==> config.mk <==
export PLATFORM = sky130hd
export DESIGN_NAME = sop_logic_array
export DESIGN_NICKNAME = d
export VERILOG_FILES = /design/src/rtl/sop_logic_array.sv
export SDC_FILE = /design/constraint.sdc
export NUM_CORES = 1
export LEC_CHECK = 0
export ABC_AREA = 1
export BUFFER_PORTS_ARGS = -buffer_cell sky130_fd_sc_hd__buf_2
export CORE_MARGIN = 3
export CORE_UTILIZATION = 60
export CTS_BUF_LIST = sky130_fd_sc_hd__clkbuf_8 sky130_fd_sc_hd__clkbuf_16
export DETAILED_ROUTE_END_ITERATION = 6
export GPL_TIMING_DRIVEN = 0
export PLACE_DENSITY = 0.84
export SKIP_LAST_GASP = 1
export SLEW_MARGIN = 20
export SYNTH_ARGS = -nofsm -noshare
export SYNTH_HDL_FRONTEND = slang
export SYNTH_SLANG_ARGS = --single-unit
==> constraint.sdc <==
create_clock -name cfg_clk -period 2.4 [get_ports cfg_clk]
set_input_delay 0.36 -clock cfg_clk [delete_from_list [all_inputs] [get_ports cfg_clk]]
set_output_delay 0.36 -clock cfg_clk [all_outputs]
set_load 0.05 [all_outputs]
==> src/rtl/sop_logic_array.sv <==
module sop_logic_array #(
  parameter int N_IN   = 4,
  parameter int N_TERM = 8,
  parameter int N_OUT  = 4
) (
  input  logic              cfg_clk,
  input  logic              cfg_rst_n,
  input  logic              cfg_en,
  input  logic              cfg_din,
  output logic              cfg_dout,
  input  logic [N_IN-1:0]   in_vec,
  output logic [N_OUT-1:0]  out_vec
);
  localparam int LIT_W = 2 * N_IN;
  localparam int AND_W = N_TERM * LIT_W;
  localparam int OR_W  = N_OUT * N_TERM;
  localparam int CFG_W = AND_W + OR_W;

  logic [CFG_W-1:0]  cfg_q;
  logic [LIT_W-1:0]  lits;
  logic [N_TERM-1:0] term;

  always_ff @(posedge cfg_clk or negedge cfg_rst_n)
    if (!cfg_rst_n)  cfg_q <= '0;
    else if (cfg_en) cfg_q <= {cfg_q[CFG_W-2:0], cfg_din};

  assign cfg_dout = cfg_q[CFG_W-1];

  for (genvar i = 0; i < N_IN; i++) begin : g_lit
    assign lits[2*i]   = in_vec[i];
    assign lits[2*i+1] = ~in_vec[i];
  end

  // AND plane: an empty mask yields 0, otherwise all selected literals must be 1
  for (genvar t = 0; t < N_TERM; t++) begin : g_and
    logic [LIT_W-1:0] mask;
    assign mask    = cfg_q[t*LIT_W +: LIT_W];
    assign term[t] = (|mask) & (&(lits | ~mask));

    always_comb begin
      if (cfg_rst_n && mask == '0)
        assert_idle_term_R5: assert (term[t] == 1'b0);
      for (int i = 0; i < N_IN; i++)
        if (cfg_rst_n && mask[2*i] && mask[2*i+1])
          assert_contra_term_R9: assert (term[t] == 1'b0);
    end
  end

  // OR plane: each output row picks any subset of the shared terms
  for (genvar o = 0; o < N_OUT; o++) begin : g_or
    logic [N_TERM-1:0] row;
    assign row        = cfg_q[AND_W + o*N_TERM +: N_TERM];
    assign out_vec[o] = |(row & term);

    always_comb
      if (cfg_rst_n && row == '0)
        assert_empty_row_R6: assert (out_vec[o] == 1'b0);
  end

  always_comb
    if (!cfg_rst_n)
      assert_clear_R1: assert (out_vec == '0 && cfg_dout == 1'b0);

  assert_shift_R2: assert property (@(posedge cfg_clk) disable iff (!cfg_rst_n)
    cfg_en |=> cfg_dout == $past(cfg_q[CFG_W-2]));

  assert_hold_R3: assert property (@(posedge cfg_clk) disable iff (!cfg_rst_n)
    !cfg_en |=> $stable(cfg_dout));
endmodule

# Word-level counts from Yosys, hierarchy flattened
# Cells that the tools add are included.
[totals]
register_bits = 96
inputBits = 8
out_inout_bits = 5
wordCells = 53
[classes]
n_bitwise = 32
reduce_logical = 20
[op_table]
columns = ["op", "count"]
rows = [
  ["$reduce_or A8 Y1", 12],
  ["$not A8 Y8", 8],
  ["$or A8 B8 Y8", 8],
  ["$reduce_and A8 Y1", 8],
  ["$and A8 B8 Y8", 4],
  ["$and A1 B1 Y1", 8],
  ["$not A1 Y1", 4],
]

# Logic depth before layout (Yosys ltp)
# Gate-level depths: netlist of the first run.
[logic_depth]
ltp_word = 6
mapped_depth = 11
depth_no_buf = 9

# Least setup slack after synthesis of the first run
# OpenSTA, ideal clock, no wires.
[synth_path]
path_kind = "input to output"
start = "in in_vec[2]"
end = "out out_vec[3]"
arrival_ps = 1465
t_required_ps = 2040
path_slack_ps = 575
stages = 11
path_buffers = 2
path_cell_list = "buf_6 -> buf_6 -> nand2_2 -> inv_2 -> nor2_1 -> nand2_1 -> nor2_4 -> nand3_1 -> nand2_1 -> nor2_1 -> nand2_1"
[synth_between]
elab_chain_cells = 6
word_cells_on_any_way = 27
classes_between = "bitwise (18); reduce/logical (9)"
[synth_lines]
columns = ["item", "line_no", "source"]
rows = [
  ["start, declared", "11", "input logic [N_IN-1:0] in_vec,"],
  ["$not A1 Y1", "31", "assign lits[2*i+1] = ~in_vec[i];"],
  ["$or A8 B8 Y8", "38", "assign term[t] = (|mask) & (&(lits | ~mask));"],
  ["$reduce_and A8 Y1", "38", ""],
  ["$and A1 B1 Y1", "38", ""],
  ["$and A8 B8 Y8 (*)", "53", "assign out_vec[o] = |(row & term);"],
  ["$reduce_or A8 Y1 (*)", "53", ""],
  ["end, declared", "12", "output logic [N_OUT-1:0] out_vec"],
]
# Every way passes the cells marked *; elsewhere a longest branch is shown, timed or not.

# Final worst setup path of the first run
[layout_path]
start = "reg cfg_q[11]"
end = "out out_vec[1]"
[layout_between]
elab_chain_cells = 6
word_cells_on_any_way = 7
classes_between = "bitwise (4); reduce/logical (3)"
[layout_lines]
columns = ["item", "line_no", "source"]
rows = [
  ["start, declared", "19", "logic [CFG_W-1:0] cfg_q;"],
  ["start signal, assigned", "25", "else if (cfg_en) cfg_q <= {cfg_q[CFG_W-2:0], cfg_din};"],
  ["$not A8 Y8", "38", ""],
  ["$or A8 B8 Y8", "38", ""],
  ["$reduce_and A8 Y1", "38", ""],
  ["$and A1 B1 Y1 (*)", "38", ""],
  ["$and A8 B8 Y8 (*)", "53", ""],
  ["$reduce_or A8 Y1 (*)", "53", ""],
]
# Marks and branches as above.

==> results of run 1 <==
[cell type report]
cell class	instances	area, um2
Multi-Input combinational cell	396	1740
Inverter	77	289
Fill cell	619	2360
Clock inverter	4	16.3
Timing Repair Buffer	12	93.8
Sequential cell	96	2400
Clock buffer	10	138
Buffer	26	130
Tap cell	99	124
[layer usage]
metal  up-vias  wire (um)  track usage
met3        26        731       0.0539
met2       142       5160        0.427
li1       1898          -            -
met4         0        242        0.116
met1      1866       4580        0.362
met5         -          0            0
[report_power, final]
group          internal, mW  switching, mW  leakage [nW]
sequential             1.86          0.178          1.17
combinational         0.265          0.600          1.26
clock                 0.382          0.517        0.0918
[critical path, cell delays in order, from the launching register on]
cell	delay, ns
dfrtp_1	0.40
inv_1	0.07
nand2_1	0.04
o21ai_0	0.08
nand2_1	0.10
nor2_2	0.25
nand3_1	0.12
nand2_1	0.08
nor2_1	0.05
nand2_1	0.07
buf_2	0.26
[kinds of logic after synthesis]
| group | Yosys count | synth area share |
|---|---|---|
| simple gates | 285 | 0.257 |
| flops | 96 | 0.527 |
| buf+inv | 103 | 0.0920 |
| compound gates | 110 | 0.122 |
| mux | 1 | 0.00247 |
[worst max path at each step]
stage / endpoint / cells after the start / start
2_1_floorplan: out_vec[3] / 11 / in_vec[2]
3_3_place_gp: cfg_q[11] / 1 / cfg_rst_n
3_5_place_dp: out_vec[1] / 10 / in_vec[1]
4_1_cts: out_vec[1] / 10 / cfg_q[11]
5_1_grt: out_vec[3] / 10 / cfg_q[49]
6_report: out_vec[1] / 10 / cfg_q[11]
[layout by cell type (no fill, tap or decap), drive strengths merged]
cell,count
nand2,170
nand3,32
a21oi,29
buf,20
nand4,2
dlygate4sd3,1
clkinv,1
dfrtp,96
inv,80
nor2,69
o21ai,81
nor3,12
clkbuf,27
mux2,1
[through the flow]
| step | setup WS [ns] | area [um2] |
|---|---|---|
| detailed placement | 0.252 | 4760 |
| floorplan | 0.575 | 4560 |
| finish | 0.156 | 4930 |
| CTS | 0.175 | 4930 |
| global placement | 0.0592 | 4730 |
| global route | 0.0180 | 4930 |
[what timing repair did]
action	4_1_cts	5_1_grt
hold endpoints to repair	40	0
setup endpoints to repair	0	0
hold buffers	1	0
==> results by group, run 1 <==
Timing
  • Final hold viol count: 0
  • Hold slack final: 0.225 ns
  • Fin crit share: 0.935
  • Crit path time final: 2.24 ns
  • RSZ-0062 raised after global routing: false
  • TNS Setup: 0 ns
  • Final Max Tran Viols: 0
  • Max Fclk: between 400 and 500 MHz
  • Setup violations, final: 0
  • Post-Route Skew: 0.00548 ns
  • Worst-Margin Slew: 0.549 ns
  • Rel. slew slack: 0.634

Logic synthesis
  • Ys Warns: 0
  • Syn nets: roughly 600
  • Mapped Cells: 595
  • #FFs+latches synth: 96
  • Yosys top cell area share: 0.527
  • Predominant post-synthesis flop cell: dfrtp_1
  • Sequential fraction of the synthesis area: 0.527
  • Largest cells by area after synthesis: dfrtp_1, nand2_1, o21ai_0
  • Synth async-reset ratio: 1.00
  • Cell with the most instances after synthesis: nand2_1
  • Yosys cell types: 20
  • EDFF count, synth: 0
  • Post-Synthesis Cell Area: ~0.0046 mm2
  • Post-synth top cells: nand2_1, dfrtp_1, o21ai_0, inv_1, nor2_1
  • Yosys top cell by area: dfrtp_1
  • Synth Area per Inst: 7.66 um2

Finish
  • Area Overhead vs Synth: 8.15%
  • Max FFs per register: 96
  • Fraction of layout cells with a size suffix above 1: 0.0709
  • Net count reported at finish: 626
  • Largest regs: cfg_q (96)
  • Cell Count, Final, Fillers Out: 720
  • Diodes inserted: 0
  • Final core area utilization: 0.676
  • Top reg by flops: cfg_q

Die
  • Row count: 31
  • Ports: 13
  • Die footprint: 0.00868 mm2
  • Core box area: 0.00729 mm2
  • Die Span Y: ~93 um
  • Initial Utilization: 0.625
  • Die Width: 93.2 um

Global route
  • Initial antenna violation count: 0
  • First-pass GRT wire length: 18200 um
  • Number of global-route vias before repair: 3901
  • Largest net degree at the start of global routing: 57
  • GRT Util Overall: 0.269
  • GR Overflow Total: 0

Drt
  • WL/cell: 14.9 um
  • DR DRC count: 0
  • Starting DRT DRC Count: ~310
  • Wirelength, routed: 10700 um
  • Initial DRT Pass Iterations: 5
  • ANT nets after route: 0
  • Drt via density: 5.46
  • Via count: 3932

CTS
  • Clock slew seen by the registers of the worst setup and hold paths: about 0.080 ns
  • Worst skew pair latency: 0.36 ns
  • CTS tree: built
  • H-tree levels: 3
  • CTS Buf Count: 9
  • # clock sinks: 96
  • Root Buffer: clkbuf_8
  • Post-CTS resize count: 0
  • Postcts setup bufs: 0
  • Max Buffers Root-to-Sink: 2

Worst setup path
  • Worst EP required: 2.04 ns
  • Critical Path End Type: primary output
  • R2R cell count: 1
  • WS Path Type: flip-flop to primary output
  • RR Endpoint: cfg_q[95]
  • Critical path data arrival time: 1.88 ns
  • Crit start category: flip-flop
  • Worst r2r src: cfg_q[94]
  • Worst-path fanout max: 4
  • Reg-to-reg slack, setup: 1.59 ns

Power
  • PD cells: 771 mW/mm2
  • LEAKAGE: approximately 2.5 nW
  • Peak supply drop: 0.342 mV
  • Post-layout power: approximately 3.8 mW

Placed design
  • Port bufs: 10
  • Placer Congestion: 0.912
  • Post-DP HPWL: 7560 um
  • Placed Instances: 705

Hold path
  • Hold Crit Endpoint: cfg_q[0]
  • Hold Path Class: input pin to flip-flop
  • WHS Path Cells: 3
  • Hold Startpoint: cfg_din

Run status
  • Status: finished, final reports clean

Job
  • Max-Cap Viols: 0
Note: power is estimated with default switching activity, not from simulation.
==> run 2: changes to the inputs <==
Settings changed: CAP_MARGIN set to 20, CORE_UTILIZATION 60 to 55, PLACE_DENSITY 0.84 to 0.79.
==> run 2 against run 1 <==
Compared with the run above:
- global-route usage fell by 2.6 points
- sequential power barely moved
- via count rose by 0.89%
- routed wire length did not move
- core utilization fell by 4.6 points
- critical path depth did not move
==> results by group, run 2 (same netlist as run 1, synthesis figures left out) <==
Placed design
  • Placer Congestion: 0.863 (was 0.912)
  • Port bufs: 10 (unchanged)
  • Post-DP HPWL: 7550 um (was 7560 um)

Worst setup path
  • Critical path data arrival time: 1.84 ns (was 1.88 ns)
  • Worst-path fanout max: 4 (unchanged)
  • R2R cell count: 1 (unchanged)
  • Worst r2r src: cfg_q[94] (unchanged)
  • Worst setup startpoint: cfg_q[51] (was cfg_q[11])
  • Critical Path End Type: primary output (unchanged)
  • Crit start category: flip-flop (unchanged)
  • WS Path Type: flip-flop to primary output (unchanged)
  • Worst EP required: 2.04 ns (about the same)

Timing
  • Setup violations, final: 0 (unchanged)
  • Final Max Tran Viols: 0 (unchanged)
  • Fin crit share: 0.917 (was 0.935)
  • Hold slack final: 0.204 ns (was 0.225 ns)
  • RSZ-0062 raised after global routing: false (unchanged)
  • Worst-Margin Slew: 0.573 ns (was 0.549 ns)
  • Post-Route Skew: 0.00787 ns (was 0.00548 ns)
  • Final hold viol count: 0 (unchanged)
  • Crit path time final: 2.20 ns (was 2.24 ns)
  • TNS Setup: 0 ns (unchanged)
  • Max Fclk: 454 MHz (was 446 MHz)
  • Rel. slew slack: 0.618 (was 0.634)

Hold path
  • WHS Path Cells: 3 (unchanged)
  • Hold Startpoint: cfg_din (unchanged)
  • Hold Path Class: input pin to flip-flop (unchanged)

Drt
  • Via count: 3967 (was 3932)
  • ANT nets after route: 0 (unchanged)
  • Starting DRT DRC Count: 309 (was 314)
  • DR DRC count: 0 (unchanged)
  • Drt via density: 5.49 (was 5.46)
  • Wirelength, routed: 10700 um (unchanged)
  • Initial DRT Pass Iterations: 5 (unchanged)
  • WL/cell: 14.8 um (was 14.9 um)

Global route
  • GR Overflow Total: 0 (unchanged)
  • Initial antenna violation count: 0 (unchanged)
  • Number of global-route vias before repair: 3868 (was 3901)
  • Largest net degree at the start of global routing: 76 (was 57)
  • First-pass GRT wire length: 18600 um (was 18200 um)
  • GRT Util Overall: 0.243 (was 0.269)

Die
  • Initial Utilization: 0.578 (was 0.625)
  • Die footprint: 0.00941 mm2 (was 0.00868 mm2)
  • Ports: 13 (unchanged)
  • Row count: 32 (was 31)
  • Die Span Y: 97.0 um (was 93.2 um)
  • Die Width: 97.0 um (was 93.2 um)
  • Core box area: 0.00789 mm2 (was 0.00729 mm2)

CTS
  • Worst skew pair latency: 0.37 ns (was 0.36 ns)
  • H-tree levels: 3 (unchanged)
  • # clock sinks: 96 (unchanged)
  • Clock slew seen by the registers of the worst setup and hold paths: 0.10 ns (was 0.08 ns)
  • Postcts setup bufs: 0 (unchanged)
  • CTS Buf Count: 9 (unchanged)
  • Max Buffers Root-to-Sink: 2 (unchanged)
  • Root Buffer: clkbuf_8 (unchanged)
  • CTS tree: built (unchanged)

Power
  • Sw Ratio: 0.341 (about the same)
  • Seq pwr share: 0.515 (was 0.536)
  • Int Power: 2.60 mW (was 2.51 mW)
  • Psw: 1.35 mW (was 1.29 mW)
  • Peak supply drop: 0.325 mV (was 0.342 mV)
  • PD cells: 794 mW/mm2 (was 771 mW/mm2)
  • Combinational share of power: 0.220 (was 0.228)
  • Clock power frac: 0.265 (was 0.236)
  • LEAKAGE: 2.52 nW (about the same)

Finish
  • Diodes inserted: 0 (unchanged)
  • Fraction of layout cells with a size suffix above 1: 0.0773 (was 0.0709)
  • Largest regs: cfg_q (96) (unchanged)
  • Net count reported at finish: 626 (unchanged)
  • Commonest non-fill, non-tap cell in the layout: nand2_1 (unchanged)
  • Area Overhead vs Synth: 9.06% (was 8.15%)
  • Most frequent cells in the layout: nand2_1, dfrtp_1, o21ai_0, inv_1, nor2_1 (was nand2_1, dfrtp_1, inv_1, o21ai_0, nor2_1)
  • Max FFs per register: 96 (unchanged)
  • Top reg by flops: cfg_q (unchanged)

Run status
  • Status: finished, final reports clean (unchanged)

Job
  • Max-Cap Viols: 0 (unchanged)
==> run 2: changes by cell type in the layout (fill, tap and decap cells not counted) <==
cell	before	now
nand2_2	2	3
clkbuf_8	10	9
nor2_4	3	4
buf_2	14	13
nor2_2	5	4
inv_1	79	76
bufinv_16	0	1
clkinv_2	1	2
clkbuf_4	0	1
nand2_1	168	167
inv_6	0	2
==> run 2: final timing paths <==
check | endpoint | slack, ns
setup / recovery | out_vec[3] | 0.20
hold / removal | cfg_q[0] | 0.20
setup reg to reg | cfg_q[95] | 1.59
hold reg to reg | cfg_q[53] | 0.49
max in group asynchronous | cfg_q[88] | 1.38
min in group asynchronous | cfg_q[13] | 0.40
==> run 2: area by class of cell <==
type | instances | area [um2]
fillers | 691 | 2920
well taps | 102 | 128
clock inverters | 5 | 57.6
repair buffers | 12 | 96.3
inverters | 77 | 289
plain buffers | 26 | 130
multi-input cells | 396 | 1740
flip-flops and latches | 96 | 2400
clock buffers | 9 | 124
==> run 2: metal layers <==
metal	wire length (um)	GRT usage
met1	4630	0.327
met2	5100	0.382
met3	627	0.0562
met4	353	0.0972
met5	0	0
==> run 2: metrics by stage <==
step / instances / cell area (um2) / power (mW) / setup slack, ns / utilization
after floorplan: 595 / 4560 / 2.65 / 0.575 / -
after global placement: 707 / 4730 / 2.88 / 0.0353 / 0.600
after detailed placement: 708 / 4770 / 2.92 / 0.276 / 0.605
after CTS: 723 / 4960 / 3.95 / 0.179 / 0.629
after global routing: 723 / 4970 / 4.19 / 0.00640 / 0.630
final: 723 / 4970 / 3.95 / 0.199 / 0.630
==> run 2: timing repair <==
action / 4_1_cts / 5_1_grt
hold endpoints to repair: 21 / 0
resized for setup: 0 / 3
hold buffers: 1 / 0
setup endpoints to repair: 0 / 1
==> run 2: critical path, stage by stage (launching register included) <==
cell and delay (ns):
dfrtp_1 0.41, inv_1 0.07, nand2_1 0.04, o21ai_0 0.08, nand2_1 0.09, nor2_2 0.23, nand3_1 0.10, nand2_1 0.11
nor2_1 0.04, nand2_1 0.07, clkbuf_4 0.23
==> run 2: power by group through the flow <==
stage	sequential, mW	clock [mW]	combinational [mW]
after detailed placement	2.06	0	0.858
after global routing	2.07	1.13	0.991
final	2.03	1.05	0.869
after floorplan	2.03	0	0.627
after CTS	2.03	1.06	0.860
after global placement	2.05	0	0.825
==> run 3: changes to the inputs <==
Settings changed: ABC_AREA 1 to not set, CTS_BUF_LIST sky130_fd_sc_hd__clkbuf_8 sky130_fd_sc_hd__clkbuf_16 to not set.
==> run 3 against run 2 <==
Compared with the run above:
- the flow now finishes with violations (negative setup slack)
- combinational power down 3.7%
- cell area about the same
- clock power up 9.5%
- sequential power up 4%
- power up 4.2%
- fmax down 23%
- count of clock-buffer cells in the layout up 2
- routed wire length down 21%
- non-clock buffer count down 5
- core utilization up 4.1 points
- largest cell class unchanged
- highest routed layer unchanged
==> results by group, run 3 <==
Run status
  • Status: finished with violations (was finished, final reports clean)
  • Failing checks: negative setup slack

CTS
  • CTS Buf Count: 9 (unchanged)
  • # clock sinks: 96 (unchanged)
  • Root Buffer: clkbuf_8 (unchanged)
  • Clock slew seen by the registers of the worst setup and hold paths: 0.10 ns (about the same)
  • CTS tree: built (unchanged)
  • H-tree levels: 3 (unchanged)
  • Worst skew pair latency: 0.36 ns (was 0.37 ns)
  • Max Buffers Root-to-Sink: 2 (unchanged)

Finish
  • Net count reported at finish: 355 (was 626)
  • Most frequent cells in the layout: dfrtp_1, mux2_2, mux2i_1, nand3_1, clkbuf_1 (was nand2_1, dfrtp_1, o21ai_0, inv_1, nor2_1)
  • Fraction of layout cells with a size suffix above 1: 0.420 (was 0.0773)
  • Top reg by flops: cfg_q (unchanged)
  • Final core area utilization: 0.671 (was 0.630)
  • Max FFs per register: 96 (unchanged)
  • Diodes inserted: 0 (unchanged)
  • Area Overhead vs Synth: 15.7% (was 9.06%)
  • Largest regs: cfg_q (96) (unchanged)
  • Commonest non-fill, non-tap cell in the layout: dfrtp_1 (was nand2_1)

Power
  • Peak supply drop: 0.417 mV (was 0.325 mV)
  • Post-layout power: 4.12 mW (was 3.95 mW)
  • LEAKAGE: 2.35 nW (was 2.52 nW)
  • Int Power: 2.89 mW (was 2.60 mW)
  • Combinational share of power: 0.203 (was 0.220)
  • Seq pwr share: 0.516 (was 0.515)
  • Psw: 1.22 mW (was 1.35 mW)
  • Clock power frac: 0.281 (was 0.265)
  • PD cells: 828 mW/mm2 (was 794 mW/mm2)
  • Sw Ratio: 0.297 (was 0.341)

Global route
  • GR Overflow Total: 0 (unchanged)
  • Largest net degree at the start of global routing: 75 (was 76)
  • Initial antenna violation count: 0 (unchanged)
  • GRT Util Overall: 0.205 (was 0.243)
  • First-pass GRT wire length: 13800 um (was 18600 um)
  • Number of global-route vias before repair: 2766 (was 3868)

Timing
  • Final Max Tran Viols: 0 (unchanged)
  • TNS Setup: -1.76 ns (was 0 ns)
  • Setup violations, final: 4 (was 0)
  • Worst-Margin Slew: 1.02 ns (was 0.573 ns)
  • Fin crit share: 1.19 (was 0.917)
  • Final hold viol count: 0 (unchanged)
  • Post-route setup slack: -0.452 ns (was 0.199 ns)
  • Crit path time final: 2.85 ns (was 2.20 ns)
  • RSZ-0062 raised after global routing: true (was false)
  • Max Fclk: 351 MHz (was 454 MHz)
  • Post-Route Skew: 0.0112 ns (was 0.00787 ns)
  • Rel. slew slack: 0.322 (was 0.618)
  • Hold slack final: 0.246 ns (was 0.204 ns)

Hold path
  • Hold Startpoint: cfg_din (unchanged)
  • Hold Crit Endpoint: cfg_q[0] (unchanged)
  • WHS Path Cells: 2 (was 3)
  • Hold Path Class: input pin to flip-flop (unchanged)

Worst setup path
  • Worst EP required: 2.04 ns (about the same)
  • Worst r2r src: cfg_q[32] (was cfg_q[94])
  • Worst-path fanout max: 4 (unchanged)
  • R2R cell count: 2 (was 1)
  • Crit start category: flip-flop (unchanged)
  • WS Path Type: flip-flop to primary output (unchanged)
  • Reg-to-reg slack, setup: 1.50 ns (was 1.59 ns)
  • Critical Path End Type: primary output (unchanged)
  • Critical path data arrival time: 2.49 ns (was 1.84 ns)
  • RR Endpoint: cfg_q[32] (was cfg_q[95])

Logic synthesis
  • Yosys top cell by area: dfrtp_1 (unchanged)
  • Sequential fraction of the synthesis area: 0.559 (was 0.527)
  • Synth async-reset ratio: 1.00 (unchanged)
  • Cell with the most instances after synthesis: dfrtp_1 (was nand2_1)
  • Syn nets: 326 (was 603)
  • Mapped Cells: 318 (was 595)
  • Synth Area per Inst: 13.5 um2 (was 7.66 um2)
  • Ys Warns: 0 (unchanged)
  • Post-synth top cells: dfrtp_1, mux2_2, mux2i_1, nand3_1, nor2_1 (was nand2_1, dfrtp_1, o21ai_0, inv_1, nor2_1)
  • Predominant post-synthesis flop cell: dfrtp_1 (unchanged)
  • Yosys cell types: 22 (was 20)
  • Post-Synthesis Cell Area: 0.00430 mm2 (was 0.00456 mm2)
  • #FFs+latches synth: 96 (unchanged)
  • EDFF count, synth: 0 (unchanged)
  • Largest cells by area after synthesis: dfrtp_1, mux2_2, mux2i_1 (was dfrtp_1, nand2_1, o21ai_0)
  • Yosys top cell area share: 0.559 (was 0.527)

Drt
  • Initial DRT Pass Iterations: 4 (was 5)
  • Wirelength, routed: 8490 um (was 10700 um)
  • DR DRC count: 0 (unchanged)
  • WL/cell: 18.8 um (was 14.8 um)
  • ANT nets after route: 0 (unchanged)
  • Starting DRT DRC Count: 170 (was 309)
  • Drt via density: 5.93 (was 5.49)
  • Via count: 2673 (was 3967)

Placed design
  • Post-DP HPWL: 5420 um (was 7550 um)
  • Placer Congestion: 0.800 (was 0.863)
  • Port bufs: 7 (was 10)
  • Place WS: -0.400 ns (was 0.276 ns)

Die
  • Die Width: 94.4 um (was 97.0 um)
  • Initial Utilization: 0.580 (was 0.578)
  • Row count: 31 (was 32)
  • Core box area: 0.00741 mm2 (was 0.00789 mm2)
  • Die footprint: 0.00891 mm2 (was 0.00941 mm2)
  • Die Span Y: 94.4 um (was 97.0 um)
  • Ports: 13 (unchanged)

Job
  • Max-Cap Viols: 0 (unchanged)
-- run 3: cell count changes after synthesis, sizes merged, moves of 10 or more --
cell   delta
nor4     +10
nor2     -57
mux2     +92
mux2i    +30
inv      -73
o21ai    -77
a21oi    -26
nor3     -12
nand2   -159
nand3    -20
-- run 3: area by class of cell --
| cell class | count | area, um2 |
|---|---|---|
| fill | 498 | 2440 |
| sequential | 96 | 2400 |
| multi-input combinational | 203 | 1970 |
| timing repair buffer | 18 | 179 |
| clock buffer | 11 | 141 |
| tap | 99 | 124 |
| clock inverter | 5 | 80.1 |
| buffer | 15 | 61.3 |
| inverter | 4 | 15.0 |
-- run 3: kinds of logic (layout without fill, tap and decap cells) --
kind of cell,Yosys count,count (layout),share of synthesized area
compound gates,24,24,0.0425
buf+inv,19,53,0.0178
flops,96,96,0.559
mux,123,123,0.314
simple gates,56,56,0.0672
-- run 3: repair_timing --
item,in CTS,in global routing
hold buffers,1,0
endpoints found under the setup margin,4,4
gates resized for setup,25,7
hold endpoints to repair,22,0
setup buffers,5,5
pin swaps,11,10
gates cloned,0,0
-- run 3: routing by layer --
metal,GRT usage,part of all wire
met5,0,0
met4,0.0686,0.016
met3,0.0534,0.038
met2,0.333,0.50
met1,0.269,0.45
-- run 3: power groups by stage --
stage	Combinational (mW)	Clock, mW	Sequential, mW
after floorplan	0.534	0	2.09
after global placement	0.689	0	2.14
after detailed placement	0.716	0	2.15
after CTS	0.833	1.18	2.12
after global routing	0.905	1.25	2.17
final	0.837	1.15	2.12
-- run 3: worst max-delay path, stage by stage, from the launching register on --
cell       delay, ns
dfrtp_1         0.42
or4_4           0.55
o211ai_4        0.24
buf_6           0.14
nor2_2          0.05
a2111oi_4       0.35
o2111ai_2       0.18
buf_6           0.20
-- run 3: worst max path at each step --
stage          cells after the start  startpoint          to
2_1_floorplan                      5   cfg_q[36]  out_vec[1]
6_report                           7   cfg_q[38]  out_vec[1]
5_1_grt                            7   cfg_q[38]  out_vec[1]
4_1_cts                            7   cfg_q[40]  out_vec[2]
3_5_place_dp                       6   cfg_q[36]  out_vec[3]
3_3_place_gp                       6   cfg_q[36]  out_vec[3]
-- run 3: metrics by stage --
stage	cells	cell area, um2
floorplan	318	4330
detailed placement	425	4520
global route	451	4970
CTS	447	4920
global placement	424	4480
finish	451	4970
